$ cat src/rtl/stop_seq_pkg.sv
package stop_seq_pkg;

    typedef enum logic [2:0] {
        PH_RUN,
        PH_ENTRY,
        PH_OFF,
        PH_DELAY,
        PH_TAIL
    } phase_e;

    typedef struct packed {
        logic osc;
        logic clk;
        logic hold;
        logic eclr;
    } gate_s;

    function automatic gate_s gates_of(phase_e p);
        gate_s g;
        g = '{osc: 1'b1, clk: 1'b1, hold: 1'b0, eclr: 1'b0};
        case (p)
            PH_OFF:   g = '{osc: 1'b0, clk: 1'b0, hold: 1'b1, eclr: 1'b0};
            PH_DELAY: g = '{osc: 1'b1, clk: 1'b0, hold: 1'b1, eclr: 1'b1};
            default:  g = '{osc: 1'b1, clk: 1'b1, hold: 1'b0, eclr: 1'b0};
        endcase
        return g;
    endfunction

endpackage

$ cat src/rtl/stop_delay_cnt.sv
module stop_delay_cnt #(
    parameter int LONG_T  = 131072,
    parameter int SHORT_T = 16,
    parameter int W       = 18
) (
    input  logic clk,
    input  logic rst,
    input  logic load,
    input  logic sd,
    input  logic run,
    output logic done
);
    logic [W-1:0] cnt;

    always_ff @(posedge clk) begin
        if (rst) begin
            cnt <= '0;
        end else if (load) begin
            cnt <= sd ? W'(SHORT_T - 1) : W'(LONG_T - 1);
        end else if (run && cnt != '0) begin
            cnt <= cnt - 1'b1;
        end
    end

    assign done = run && (cnt == '0);
endmodule

$ cat src/rtl/stop_irqa_qual.sv
module stop_irqa_qual (
    input  logic clk,
    input  logic rst,
    input  logic arm,
    input  logic track,
    input  logic irqa_n,
    output logic held
);
    logic ok;

    always_ff @(posedge clk) begin
        if (rst) begin
            ok <= 1'b0;
        end else if (arm) begin
            ok <= ~irqa_n;
        end else if (track) begin
            ok <= ok & ~irqa_n;
        end
    end

    assign held = ok & ~irqa_n;
endmodule

$ cat src/rtl/stop_seq_ctrl.sv
module stop_seq_ctrl
    import stop_seq_pkg::*;
#(
    parameter int LONG_T  = 131072,
    parameter int SHORT_T = 16,
    parameter int ENTRY_T = 4,
    parameter int TAIL_T  = 17
) (
    input  logic clk,
    input  logic rst,
    input  logic stop_dec,
    input  logic irqa_n,
    input  logic irqa_level,
    input  logic tmr_zero,
    input  logic sd,
    input  logic stk_err,
    output logic osc_en,
    output logic core_clk_en,
    output logic periph_hold,
    output logic pend_clr,
    output logic edge_clr,
    output logic take_irqa,
    output logic resume
);
    localparam int CNT_W   = $clog2(LONG_T + 1);
    localparam int SEQ_MAX = (ENTRY_T > TAIL_T) ? ENTRY_T : TAIL_T;
    localparam int SEQ_W   = $clog2(SEQ_MAX + 1);

    phase_e           ph;
    logic [SEQ_W-1:0] seq;
    logic             dly_load, dly_done, held, wake, seq_end;
    gate_s            g;

    assign wake     = ~irqa_n | tmr_zero;
    assign seq_end  = (seq == '0);
    assign dly_load = (ph == PH_ENTRY && seq_end && ~irqa_n) ||
                      (ph == PH_OFF && wake);

    stop_delay_cnt #(.LONG_T(LONG_T), .SHORT_T(SHORT_T), .W(CNT_W)) u_dly (
        .clk  (clk),
        .rst  (rst),
        .load (dly_load),
        .sd   (sd),
        .run  (ph == PH_DELAY),
        .done (dly_done)
    );

    stop_irqa_qual u_qual (
        .clk    (clk),
        .rst    (rst),
        .arm    (dly_done),
        .track  (ph == PH_TAIL),
        .irqa_n (irqa_n),
        .held   (held)
    );

    always_ff @(posedge clk) begin
        if (rst) begin
            ph        <= PH_RUN;
            seq       <= '0;
            take_irqa <= 1'b0;
            resume    <= 1'b0;
        end else begin
            take_irqa <= 1'b0;
            resume    <= 1'b0;
            case (ph)
                PH_RUN: if (stop_dec) begin
                    ph  <= PH_ENTRY;
                    seq <= SEQ_W'(ENTRY_T - 1);
                end
                PH_ENTRY: if (seq_end) ph <= irqa_n ? PH_OFF : PH_DELAY;
                          else         seq <= seq - 1'b1;
                PH_OFF: if (wake) ph <= PH_DELAY;
                PH_DELAY: if (dly_done) begin
                    ph  <= PH_TAIL;
                    seq <= SEQ_W'(TAIL_T - 1);
                end
                PH_TAIL: if (seq_end) begin
                    ph        <= PH_RUN;
                    take_irqa <= irqa_level & held & ~stk_err;
                    resume    <= ~(irqa_level & held & ~stk_err);
                end else begin
                    seq <= seq - 1'b1;
                end
                default: ph <= PH_RUN;
            endcase
        end
    end

    assign g           = gates_of(ph);
    assign osc_en      = g.osc;
    assign core_clk_en = g.clk;
    assign periph_hold = g.hold;
    assign edge_clr    = g.eclr;
    assign pend_clr    = (ph == PH_ENTRY) && (seq == SEQ_W'(ENTRY_T - 1));
endmodule

$ cat config.mk
export PLATFORM = sky130hd
export DESIGN_NAME = stop_seq_ctrl
export DESIGN_NICKNAME = d
export VERILOG_FILES = /design/src/rtl/stop_seq_pkg.sv /design/src/rtl/stop_delay_cnt.sv /design/src/rtl/stop_irqa_qual.sv /design/src/rtl/stop_seq_ctrl.sv
export SDC_FILE = /design/constraint.sdc
export NUM_CORES = 1
export LEC_CHECK = 0
export BUFFER_PORTS_ARGS = -buffer_cell sky130_fd_sc_hd__buf_2
export CAP_MARGIN = 20
export CORE_ASPECT_RATIO = 1.75
export CORE_MARGIN = 2
export CORE_UTILIZATION = 45
export DETAILED_ROUTE_END_ITERATION = 10
export MAX_ROUTING_LAYER = met4
export PLACE_DENSITY_LB_ADDON = 0.2
export SLEW_MARGIN = 20
export SYNTH_ARGS = -nofsm -noshare
export SYNTH_HDL_FRONTEND = slang
export SYNTH_SLANG_ARGS = --single-unit
$ cat constraint.sdc
create_clock -name clk -period 2.7 [get_ports clk]
set_input_delay 0.405 -clock clk [delete_from_list [all_inputs] [get_ports clk]]
set_output_delay 0.405 -clock clk [all_outputs]
set_load 0.01 [all_outputs]
==> metrics.txt <==
Die H=83.72 um; final count of hold timing violations=0; min-delay src=irqa_n; max-cap violations=0; CP Max Fanout=6; Leakage=0.7096 nW; fin crit share=0.8327; outcome=completed; Hold/Removal Path Class=in -> reg; hold_buf cts=0; CTS resizes=0; Worst VDD drop=approximately 0.00074 V; vias in the first global route=roughly 1500; clock sink total=29; H-tree depth=2; CP peak stage delay=0.53 ns; Critical Path Sink Type=flop; synthesized instance count=187; synthesized area per cell=8.738 um2; Die W=49.55 um; First DRT Iteration DRCs=60; Final Hold Slack=0.3823 ns; post-synthesis sequential area ratio=0.3553; CTS Buf Count=5; Clock Latency Late Sink=between 0.2 and 0.3 ns; syn nets=198; Synth async-reset ratio=0; Root Driver=clkbuf_8; EDFF count, synth=0; skew final=0.007021 ns; cell area power density=around 1400 mW/mm2; Required @ worst endpoint=~2.9 ns; Worst path slowest cell=or4b_4; first-pass GRT wire length=around 6400 um; CTS tree=done; largest net degree at the start of global routing=19; Worst slew margin=0.6657; yosys warns=0; Tot GR Track Use=0.2046; minimum clock period=2.248 ns; Layout Nets=213; GRT overflow=0; RSZ-0062 raised after global routing=false; gpl congestion=0.8108; top-level I/O count=15; Least-Margin Pin Slew=0.4973 ns; core area=around 0.0036 mm2; Die Footprint=0.004148 mm2; share of layout cells above drive strength 1=0.1881; max-slew violations=0; port bufs=14; worst setup path start=seq[0]; number of distinct library cells after synthesis=between 50 and 60; WL/cell=between 15 and 20 um; clock slew at reported path FFs=around 0.06 ns; R2R Path Start=seq[0]; diode count=0; crit path DAT=2.44 ns; maximum clock path buffer count=2; Area Overhead vs Synth=11.94%; drt via density=6.052; Most used DFF post-synth=dfxtp_1; Max Clk Rate=0.4448 GHz; Post-DP HPWL=between 2000 and 3000 um; vias=1501; Post-Syn Area=around 0.0016 mm2; Site Rows=29; setup violators final=0; crit-path cells=inv_1 > ha_1 > or4b_4 > and2_1 > or4_4 > o41ai_2; initial core utilization=0.4595; Setup Buffers After CTS=0; post-route DRC violation count=0; CP Launch Type=flop; crit path kind=reg -> reg; initial antenna violation count=0; drt total wl=3901 um; Pre-antenna DRT Iters=4; synthesized flop and latch total=29; setup_tns=0 ns; ANT nets after route=0
-- final timing paths --
path / to / slack, ns / depth (start not counted)
min: u_qual.ok / 0.38 / 2
max reg2reg: ph[0] / 0.45 / 6
min reg2reg: u_qual.ok / 0.48 / 2
max: ph[0] / 0.45 / 6
-- state kept, by name, summed over array words and instances (netlist names) --
| signal | flops |
|---|---|
| seq | 5 |
| u_qual.ok | 1 |
| take_irqa | 1 |
| ph | 3 |
| u_dly.cnt | 18 |
| resume | 1 |
-- final cells by class --
| type | instances | area, um2 |
|---|---|---|
| Sequential cell | 29 | 580.6 |
| Clock buffer | 7 | 86.33 |
| Timing Repair Buffer | 17 | 92.59 |
| Tap cell | 46 | 57.56 |
| Inverter | 10 | 37.54 |
| Fill cell | 378 | 1727 |
| Multi-Input combinational cell | 139 | 974.7 |
-- worst max-delay path: cells and delay by family, from the launching register on --
kind / cells / cell delay (ns)
AND/OR/NAND/NOR: 3 / 1.27
buffers and inverters: 1 / 0.09
adder cells (fa/ha/maj): 1 / 0.20
flip-flops: 1 / 0.33
AO/OA/AOI/OAI: 1 / 0.27
-- cells by family after synthesis --
| group | synth area share |
|---|---|
| mux | 0.01914 |
| simple gates | 0.2848 |
| buf+inv | 0.04824 |
| flops | 0.3553 |
| fa+ha+maj | 0.02297 |
| compound gates | 0.1999 |
| xor+xnor | 0.06968 |
-- layer usage --
metal / wire length (um) / up-vias / track usage
met1: 1430 / 732 / 0.1831
li1: - / 724 / -
met5: 0 / - / -
met3: 155 / 10 / 0.05018
met2: 2226 / 35 / 0.3782
met4: 89 / 0 / 0.1086
-- power by group --
group	total, W	internal [W]	switching, W
registers	0.000803	0.000590	0.000213
logic	0.00135	0.000532	0.000822
clock network	0.000361	0.000202	0.000159
total	0.00252	0.00132	0.00119
-- cells in the mapped netlist (3+ instances only) --
cell type	instances	area, um2
nand4_1	6	37.54
a221oi_1	3	26.28
nor2_1	9	33.78
nor4_1	6	37.54
clkbuf_1	5	18.77
o21ai_0	3	15.01
nor3_1	5	25.02
ha_1	3	37.54
xor2_1	11	96.34
a21oi_1	20	100.1
a31oi_1	4	25.02
nand2b_1	4	25.02
inv_1	9	33.78
nand2_1	11	41.29
o211ai_1	4	30.03
dfxtp_1	29	580.6
nor2b_1	5	31.28
buf_2	3	15.01
nand3_1	6	30.03
-- per-stage QoR --
step / area [um2] / worst slack [ns] / cells / util / total power, W
finish: 1829 / 0.4518 / 248 / 0.5144 / 0.002517
global route: 1829 / 0.3471 / 248 / 0.5144 / 0.002726
CTS: 1829 / 0.4561 / 248 / 0.5144 / 0.002525
detailed placement: 1743 / 0.4767 / 241 / 0.4901 / 0.002142
global placement: 1743 / 0.5158 / 241 / 0.4901 / 0.002105
floorplan: 1634 / 0.5898 / 187 / - / 0.001841
-- placed cells by master, fill, tap and decap left out, types with 3 or more instances in the layout --
master	Yosys	routed
a21oi_1	20	20
a221oi_1	3	3
a31oi_1	4	4
buf_2	3	14
buf_4	1	3
clkbuf_8	0	6
dfxtp_1	29	29
ha_1	3	3
inv_1	9	9
nand2_1	11	11
nand2b_1	4	4
nand3_1	6	6
nand4_1	6	6
nor2_1	9	9
nor2b_1	5	5
nor3_1	5	5
nor4_1	6	6
o211ai_1	4	4
o21ai_0	3	3
xor2_1	11	11
(Power assumes the default switching activity.)
